File: src/rtl/alu_pkg.sv
package alu_pkg;
  localparam int BYTE_W = 8;
  localparam int WORD_W = 2 * BYTE_W;
  localparam int CCR_W  = 8;
  localparam int NIB_W  = 4;

  // condition-code bit positions
  localparam int CC_C = 0;
  localparam int CC_V = 1;
  localparam int CC_Z = 2;
  localparam int CC_N = 3;
  localparam int CC_I = 4;
  localparam int CC_H = 5;
  localparam int CC_X = 6;
  localparam int CC_S = 7;

  typedef enum logic [4:0] {
    OP_ADD = 5'd0,  OP_ADC = 5'd1,  OP_SUB = 5'd2,  OP_SBC = 5'd3,
    OP_NEG = 5'd4,  OP_COM = 5'd5,  OP_CLR = 5'd6,  OP_INC = 5'd7,
    OP_DEC = 5'd8,  OP_AND = 5'd9,  OP_OR  = 5'd10, OP_XOR = 5'd11,
    OP_LSR = 5'd12, OP_ASR = 5'd13, OP_LSL = 5'd14, OP_ROR = 5'd15,
    OP_ROL = 5'd16
  } alu_op_e;

  typedef struct packed {
    logic [WORD_W-1:0] res;
    logic              c;
    logic              v;
    logic              h;
  } arith_t;

  typedef struct packed {
    logic [WORD_W-1:0] res;
    logic              c;
  } logic_t;
endpackage

File: src/rtl/alu_arith_lane.sv
module alu_arith_lane
  import alu_pkg::*;
#(
  parameter int W = 8
) (
  input  logic [W-1:0] a_i,
  input  logic [W-1:0] b_i,
  input  logic         cin_i,
  input  alu_op_e      op_i,
  output arith_t       out_o
);
  logic [W-1:0] x, y;
  logic         ci, borrow;
  logic [W-1:0] low;
  logic [1:0]   top;
  logic [NIB_W:0] nib;

  always_comb begin
    x = '0; y = '0; ci = 1'b0; borrow = 1'b0;
    unique case (op_i)
      OP_ADD: begin x = a_i; y = b_i; end
      OP_ADC: begin x = a_i; y = b_i; ci = cin_i; end
      OP_SUB: begin x = a_i; y = ~b_i; ci = 1'b1;    borrow = 1'b1; end
      OP_SBC: begin x = a_i; y = ~b_i; ci = ~cin_i;  borrow = 1'b1; end
      OP_NEG: begin y = ~a_i; ci = 1'b1;             borrow = 1'b1; end
      OP_INC: begin x = a_i; ci = 1'b1; end
      OP_DEC: begin x = a_i; y = '1; end
      default: ;
    endcase
  end

  // split at the msb to expose carry-in and carry-out of the top bit
  always_comb begin
    low = {1'b0, x[W-2:0]} + {1'b0, y[W-2:0]} + W'(ci);
    top = 2'(x[W-1]) + 2'(y[W-1]) + 2'(low[W-1]);
    nib = {1'b0, x[NIB_W-1:0]} + {1'b0, y[NIB_W-1:0]} + (NIB_W+1)'(ci);
    out_o.res = WORD_W'({top[0], low[W-2:0]});
    out_o.c   = top[1] ^ borrow;
    out_o.v   = top[1] ^ low[W-1];
    out_o.h   = nib[NIB_W];
  end
endmodule

File: src/rtl/alu_logic_lane.sv
module alu_logic_lane
  import alu_pkg::*;
#(
  parameter int W = 8
) (
  input  logic [W-1:0] a_i,
  input  logic [W-1:0] b_i,
  input  logic         cin_i,
  input  alu_op_e      op_i,
  output logic_t       out_o
);
  logic [W-1:0] r;
  logic         c;

  always_comb begin
    r = '0;
    c = cin_i;
    unique case (op_i)
      OP_COM: r = ~a_i;
      OP_AND: r = a_i & b_i;
      OP_OR:  r = a_i | b_i;
      OP_XOR: r = a_i ^ b_i;
      OP_LSR: begin r = {1'b0,     a_i[W-1:1]}; c = a_i[0];   end
      OP_ASR: begin r = {a_i[W-1], a_i[W-1:1]}; c = a_i[0];   end
      OP_LSL: begin r = {a_i[W-2:0], 1'b0};     c = a_i[W-1]; end
      OP_ROR: begin r = {cin_i, a_i[W-1:1]};    c = a_i[0];   end
      OP_ROL: begin r = {a_i[W-2:0], cin_i};    c = a_i[W-1]; end
      default: ;
    endcase
    out_o.res = WORD_W'(r);
    out_o.c   = c;
  end
endmodule

File: src/rtl/alu_flags.sv
module alu_flags
  import alu_pkg::*;
(
  input  alu_op_e           op_i,
  input  logic              wide_i,
  input  logic [CCR_W-1:0]  ccr_i,
  input  arith_t            ar_i,
  input  logic_t            lg_i,
  output logic [WORD_W-1:0] result_o,
  output logic [CCR_W-1:0]  ccr_o
);
  logic [WORD_W-1:0] r;
  logic              n, c_new;

  always_comb begin
    ccr_o = ccr_i;
    r     = '0;
    unique case (op_i)
      OP_ADD, OP_ADC, OP_SUB, OP_SBC, OP_NEG, OP_INC, OP_DEC: r = ar_i.res;
      OP_COM, OP_CLR, OP_AND, OP_OR, OP_XOR,
      OP_LSR, OP_ASR, OP_LSL, OP_ROR, OP_ROL:                 r = lg_i.res;
      default: ;
    endcase
    n = wide_i ? r[WORD_W-1] : r[BYTE_W-1];
    c_new = lg_i.c;

    unique case (op_i)
      OP_ADD, OP_ADC, OP_SUB, OP_SBC, OP_NEG: begin
        ccr_o[CC_C] = ar_i.c;
        ccr_o[CC_V] = ar_i.v;
        if (!wide_i && (op_i == OP_ADD || op_i == OP_ADC)) ccr_o[CC_H] = ar_i.h;
      end
      OP_INC, OP_DEC:          ccr_o[CC_V] = ar_i.v;
      OP_COM:                  begin ccr_o[CC_C] = 1'b1; ccr_o[CC_V] = 1'b0; end
      OP_CLR:                  begin ccr_o[CC_C] = 1'b0; ccr_o[CC_V] = 1'b0; end
      OP_AND, OP_OR, OP_XOR:   ccr_o[CC_V] = 1'b0;
      OP_LSR, OP_ASR, OP_LSL, OP_ROR, OP_ROL: begin
        ccr_o[CC_C] = c_new;
        ccr_o[CC_V] = n ^ c_new;
      end
      default: ;
    endcase

    if (op_i <= OP_ROL) begin
      ccr_o[CC_N] = n;
      ccr_o[CC_Z] = (r == '0);
    end
    result_o = r;
  end
endmodule

File: src/rtl/alu_ccr.sv
module alu_ccr
  import alu_pkg::*;
(
  input  logic [15:0] opa_i,
  input  logic [15:0] opb_i,
  input  logic [4:0]  op_i,
  input  logic        wide_i,
  input  logic [7:0]  ccr_i,
  output logic [15:0] result_o,
  output logic [7:0]  ccr_o
);
  localparam int LANES = 2;

  alu_op_e op;
  arith_t  ar_lane [LANES];
  logic_t  lg_lane [LANES];

  assign op = alu_op_e'(op_i);

  // lane 0: byte width, lane 1: word width
  for (genvar g = 0; g < LANES; g++) begin : g_lane
    localparam int LW = BYTE_W << g;
    alu_arith_lane #(.W(LW)) u_arith (
      .a_i(opa_i[LW-1:0]), .b_i(opb_i[LW-1:0]), .cin_i(ccr_i[CC_C]),
      .op_i(op), .out_o(ar_lane[g])
    );
    alu_logic_lane #(.W(LW)) u_logic (
      .a_i(opa_i[LW-1:0]), .b_i(opb_i[LW-1:0]), .cin_i(ccr_i[CC_C]),
      .op_i(op), .out_o(lg_lane[g])
    );
  end

  alu_flags u_flags (
    .op_i(op), .wide_i(wide_i), .ccr_i(ccr_i),
    .ar_i(ar_lane[wide_i]), .lg_i(lg_lane[wide_i]),
    .result_o(result_o), .ccr_o(ccr_o)
  );
endmodule

File: config.mk
export PLATFORM = sky130hd
export DESIGN_NAME = alu_ccr
export DESIGN_NICKNAME = d
export VERILOG_FILES = /design/src/rtl/alu_pkg.sv /design/src/rtl/alu_arith_lane.sv /design/src/rtl/alu_logic_lane.sv /design/src/rtl/alu_flags.sv /design/src/rtl/alu_ccr.sv
export SDC_FILE = /design/constraint.sdc
export NUM_CORES = 1
export LEC_CHECK = 0
export BUFFER_PORTS_ARGS = -buffer_cell sky130_fd_sc_hd__buf_2
export CAP_MARGIN = 20
export CORE_UTILIZATION = 58
export DETAILED_ROUTE_END_ITERATION = 8
export MAX_ROUTING_LAYER = met4
export PLACE_DENSITY = 0.86
export SLEW_MARGIN = 20
export SYNTH_ARGS = -nofsm -noshare
export SYNTH_HDL_FRONTEND = slang
export SYNTH_SLANG_ARGS = --single-unit
export TNS_END_PERCENT = 30
File: constraint.sdc
create_clock -name vclk -period 6.2
set_input_delay 0.31 -clock vclk [all_inputs]
set_output_delay 0.31 -clock vclk [all_outputs]
set_load 0.05 [all_outputs]
Word level (Yosys, flattened, before mapping)
Cells that the tools add are included.
Word-level totals
  input bits: 46
  word-level logic and storage cells: 87
  output and inout port bits: 24
  register bits: 0
Cells by class
  reduce and logical (&&, ||, !) cells: 17
  $add $sub $neg: 12
  multiplexer cells: 23
  equality and inequality tests: 16
  order comparisons: 2
  bitwise gates (word level): 17
Operators by type and width (count)
  $pmux W16 S9: 1
  $pmux W8 S9: 1
  $pmux W16 S4: 1
  $mux W19: 3
  $mux W17: 3
  $eq A5 B4 Y1 const B: 8
  $not A16 Y16: 2
  $pmux W16 S2: 1
  $pmux W8 S4: 1
  $eq A5 B3 Y1 const B: 4
  $add A15 B15 Y16: 1
  $add A16 B1 Y16: 1
  $and A16 B16 Y16: 1
  $logic_not A16 Y1: 1
  $mux W16: 1
  $not A8 Y8: 2
  $or A16 B16 Y16: 1
  $xor A16 B16 Y16: 1
  $reduce_or A5 Y1: 3
  $add A4 B4 Y5: 2
  $add A5 B1 Y5: 2
  $eq A5 B2 Y1 const B: 2
  $reduce_or A10 Y1: 1
  $reduce_or A3 Y1: 3
  other kinds (27): 40

Longest topological paths before layout
  word-level depth: 14
  gate-level depth with buffers: 22
  mapped depth without buffers: 19

Modules after synthesis
A second synthesis with hierarchy kept.
Second synthesis, totals
  cells, all modules: 643
  area, all modules: 5159.9 sq um
Modules (own cells, without submodules)
  alu_logic_lane at g_lane[1].u_logic: sequential area each 0.0 sq um, area an instance 1306.3 sq um, instances 1, cells each 167
  alu_arith_lane at g_lane[1].u_arith: sequential area each 0.0 sq um, area an instance 1202.4 sq um, instances 1, cells each 156
  alu_logic_lane at g_lane[0].u_logic: sequential area each 0.0 sq um, area an instance 794.5 sq um, instances 1, cells each 104
  alu_arith_lane at g_lane[0].u_arith: sequential area each 0.0 sq um, area an instance 733.2 sq um, instances 1, cells each 100
  alu_ccr: sequential area each 0.0 sq um, area an instance 589.3 sq um, instances 1, cells each 40
  alu_flags: sequential area each 0.0 sq um, area an instance 534.3 sq um, instances 1, cells each 76

Worst setup path after synthesis
OpenSTA, ideal clock, no wires.
  path kind: input to output
  from: input port op_i[1]
  to: output port ccr_o[3]
  required time: 5.890 ns
  path buffers: 4
  arrival: 5.457 ns
  slack: 0.433 ns
  cell stages on the path: 17
  cells stage by stage: buf_2 buf_2 clkbuf_1 buf_1 xnor2_1 o221ai_1 fa_1 a211oi_2 o21ai_1 a2111oi_2 nor3_1 o41ai_2 o2bb2ai_1 fa_1 o22ai_2 a21oi_2 a21oi_1
On the way
  cells in the longest elaborated chain, start to end: 12
  elaborated cells on any way between the ends: 48
  classes of those cells: add/sub (8); order compare (1); eq/ne (16); mux (16); reduce/logical (7)
Ends and longest elaborated chain
  start, declared: line alu_ccr.sv:6  | input logic [4:0] op_i,
  $eq A5 B2 Y1 (tied with other cells): line alu_arith_lane.sv:20, alu_flags.sv:18
  $reduce_or A2 Y1 (no line) or $reduce_or A6 Y1 (tied branches)
  $pmux W16 S4 or $mux W16 (tied branches): line alu_arith_lane.sv:20  | unique case (op_i)
  $add A15 B15 Y16: line alu_arith_lane.sv:34  | low = {1'b0, x[W-2:0]} + {1'b0, y[W-2:0]} + W'(ci);
  $add A16 B1 Y16: line alu_arith_lane.sv:34
  $add A2 B1 Y2: line alu_arith_lane.sv:35  | top = 2'(x[W-1]) + 2'(y[W-1]) + 2'(low[W-1]);
  $mux W19 (implied by the code) (3 in series): line alu_ccr.sv:35  | .ar_i(ar_lane[wide_i]), .lg_i(lg_lane[wide_i]),
  $pmux W16 S2 *: line alu_flags.sv:18  | unique case (op_i)
  net result_o[15]: line alu_ccr.sv:9  | output logic [15:0] result_o,
  $mux W1 *: line alu_flags.sv:24  | n = wide_i ? r[WORD_W-1] : r[BYTE_W-1];
  $mux W2 *: line alu_flags.sv:44  | if (op_i <= OP_ROL) begin
  end, declared: line alu_ccr.sv:10  | output logic [7:0] ccr_o
Mark *: on every way through the listed nets, which the timed path passes. The rest lies on a longest branch. The select of a mux whose other input is x is not followed.

Final worst setup path
  from: input port op_i[2]
  to: output port ccr_o[1]
On the way
  cells in the longest elaborated chain, start to end: 13
  elaborated cells on any way between the ends: 56
  classes of those cells: add/sub (8); eq/ne (16); mux (18); bitwise (3); reduce/logical (11)
Ends and longest elaborated chain
  $eq A5 B2 Y1 (tied with other cells): line alu_arith_lane.sv:20, alu_flags.sv:18, alu_flags.sv:27
  $reduce_or A2 Y1 (no line) or $reduce_or A6 Y1 (tied branches)
  $pmux W16 S4 (tied with other cells): line alu_arith_lane.sv:20
  $add A15 B15 Y16 or $add A7 B7 Y8 (tied branches): line alu_arith_lane.sv:34
  $add A16 B1 Y16 or $add A8 B1 Y8 (tied branches): line alu_arith_lane.sv:34
  $add A2 B1 Y2: line alu_arith_lane.sv:35
  $mux W19 (implied by the code) (3 in series): line alu_ccr.sv:35
  $pmux W16 S2: line alu_flags.sv:18
  $mux W1: line alu_flags.sv:24
  $xor A1 B1 Y1: line alu_flags.sv:39  | ccr_o[CC_V] = n ^ c_new;
  $pmux W1 S3 *: line alu_flags.sv:27  | unique case (op_i)
Every way passes the cells marked *; elsewhere a longest branch is shown, timed or not. The select of a mux whose other input is x is not followed.

==> flow_summary.json <==
{
  "ant_nets": 0,
  "pwr-share-seq": 0,
  "worst_ep_required_time_ns": 5.89,
  "arrival_ns": 5.48,
  "yosys-top-cells-area": "ha_1 (19%), xnor2_1 (7.9%), o221ai_1 (6.0%), inv_1 (5.6%), and3_1 (3.8%)",
  "ys_seq_area_frac": 0,
  "final_cells": 536,
  "vias": 3586,
  "cts.repair.resized": 0,
  "grt_pass1_vias": 3183,
  "die_w_um": 74.97,
  "status": "finished, final reports clean",
  "drive_gt1_frac": 0.1974,
  "die_area_um2": 5620,
  "hp-class": "input pin to primary output",
  "use_met2": 0.5746,
  "ir_drop_v": 0.00005267,
  "seq_cell_count": 0,
  "p_switching_mw": 0.1589,
  "grt_max_degree": 29,
  "cts_hold_buf": 0,
  "fillers": 477,
  "drtIter0Drc": 331,
  "via_per_inst": 6.690,
  "top_usage_layer": "met2",
  "hpwl_um": 7272,
  "power.total_mw": 0.2454,
  "synth_compound_area_frac": 0.3513,
  "synth_top_family_by_area": "compound AO/OA/AOI/OAI gates",
  "crit_start": "op_i[2]",
  "nClkBuffers": 0,
  "gr-usage-met3": 0.02677,
  "antenna_found_initial": 0,
  "setup_tns_ns": 0,
  "syn_to_final_growth_pct": 9.157,
  "synth_largest_area_cell": "ha_1",
  "crit_path_end": "ccr_o[1]",
  "ios": 70,
  "num_rows": 26,
  "routedWlPerCell_um": 18.14,
  "finalNetCount": 564,
  "p_sw_frac": 0.6476,
  "grt_pass1_wl_um": 15110,
  "synth_area_per_cell_um2": 7.266,
  "clock_power_share": 0,
  "slew_headroom": 0.3632,
  "criticalPathCategory": "input pin to primary output",
  "pre_cts_ws_ns": 0.5375,
  "synth_fa_ha_area_frac": 0.2123,
  "gp_congestion": 1.008,
  "fmax_ghz": 0.1728,
  "diodes": 0,
  "dieHeight_um": 74.97,
  "p_leak_nw": 1.685,
  "powerDensity_nw_per_um2": 72.81,
  "synthMuxAreaShare": 0.01337,
  "syn-num-nets": 521,
  "rsz0062_at_grt": "no",
  "wl_um": 9722,
  "route.detailed.drc": 0,
  "setup_violations": 0,
  "core_area_um2": 5107,
  "p_int_mw": 0.08647,
  "grtUsageMet1": 0.4706,
  "worstMarginPinSlew_ns": 0.9552,
  "post_synth_inst_count": 425,
  "synth.top_cell.area_share": 0.1864,
  "firstDrtPassIters": 5,
  "hold_violations": 0,
  "period_share": 0.9334,
  "floorplan.initialDensity": 0.6046,
  "dpl.cell_count": 536,
  "grt.total_usage": 0.3575,
  "slew_violations": 0,
  "postCtsSetupRepairBufs": 0,
  "start_kind": "input pin",
  "finalCriticalPeriod_ns": 5.787,
  "seqCellArea_um2": 0,
  "crit_fanout": 23,
  "comb_power_share": 1.000,
  "synth_xor_area_frac": 0.09076,
  "fin_util": 0.6600,
  "maxCapViolCount": 0,
  "overflow": 0,
  "fin_ws_ns": 0.4129,
  "io_buffer_count": 64,
  "yosys.area_share.simple": 0.2176,
  "syn_area_um2": 3088,
  "cp-end-kind": "primary output",
  "yosysWarnings": 0,
  "synth.distinct_cells": 80
}
==> stage by stage <==
stage	area (um^2)	hold slack, ns
after CTS	3371	0.6206
final	3371	0.6200
after global routing	3371	0.6201
after global placement	3371	0.6206
after floorplan	3088	0.7871
after detailed placement	3371	0.6206
==> logic make-up (layout without fill, tap and decap cells) <==
kind of cell	Yosys count	after routing
compound gates	141	141
simple gates	121	121
buf+inv	77	118
fa+ha+maj	50	50
xor+xnor	32	32
mux	4	4
==> layout by cell type (no fill, tap or decap), types with 3 or more instances in the layout <==
| master | instances |
|---|---|
| o22ai_1 | 6 |
| a21oi_2 | 3 |
| a21o_1 | 3 |
| a2bb2oi_1 | 5 |
| o21ai_0 | 15 |
| a21oi_1 | 21 |
| a221oi_1 | 3 |
| buf_2 | 64 |
| and3_1 | 19 |
| a22oi_1 | 8 |
| ha_1 | 46 |
| xnor2_1 | 28 |
| fa_1 | 4 |
| mux2i_1 | 3 |
| buf_4 | 7 |
| nor3_1 | 10 |
| inv_1 | 46 |
| nand2b_1 | 3 |
| o21a_1 | 5 |
| xor2_1 | 4 |
| o211ai_1 | 5 |
| o221ai_1 | 21 |
| nand3_1 | 12 |
| nand2_1 | 24 |
| o21ai_1 | 7 |
| and2_1 | 4 |
| a221o_1 | 6 |
| nor2_1 | 23 |
| nand3b_1 | 5 |
==> synthesized netlist by cell type (7+ instances only) <==
master,count
a22oi_1,8
nor3_1,10
a21oi_1,21
o221ai_1,21
xnor2_1,28
nand2_1,24
buf_4,7
ha_1,46
and3_1,19
nand3_1,12
inv_1,46
nor2_1,23
o21ai_1,7
o21ai_0,15
clkbuf_1,10
==> final cells by class <==
class / instances / area (um^2) / area share
timing repair buffer: 71 / 372.9 / 0.1106
multi-input combinational: 348 / 2734 / 0.8111
inverter: 47 / 176.4 / 0.05234
tap: 70 / 87.58 / 0.02598
==> per-layer routing <==
| metal | part of all wire | wire length (um) |
|---|---|---|
| met1 | 0.42 | 4039 |
| met2 | 0.44 | 4324 |
| met3 | 0.10 | 997 |
| met4 | 0.037 | 360 |
| met5 | 0 | 0 |
==> worst min path at each step <==
stage / from / end / cells past startpoint
after floorplan: ccr_i[4] / ccr_o[4] / 1
after global placement: ccr_i[4] / ccr_o[4] / 0
after detailed placement: ccr_i[4] / ccr_o[4] / 0
after CTS: ccr_i[4] / ccr_o[4] / 0
after global routing: ccr_i[4] / ccr_o[4] / 0
final: ccr_i[4] / ccr_o[4] / 0
==> worst max-delay path, cell delays in order <==
cell       delay (ns)
buf_2            0.33
a21boi_1         0.28
o21ai_0          0.34
buf_4            0.31
and3_1           0.20
fa_1             0.46
a211oi_2         0.24
o21ai_1          0.15
a2111oi_2        0.45
nor3_1           0.14
o41ai_2          0.39
o2bb2ai_1        0.24
fa_1             0.47
o22ai_2          0.26
a21oi_2          0.07
xor2_1           0.16
o21ai_1          0.09
o21ai_1          0.08
a311o_1          0.28
buf_2            0.22
==> power groups by stage <==
stage,Sequential (mW),Clock (mW),Combinational [mW]
2_1_floorplan,0,0,0.179
3_3_place_gp,0,0,0.235
3_5_place_dp,0,0,0.240
4_1_cts,0,0,0.241
5_1_grt,0,0,0.264
6_report,0,0,0.245
Power figures use the tool's default switching activity.
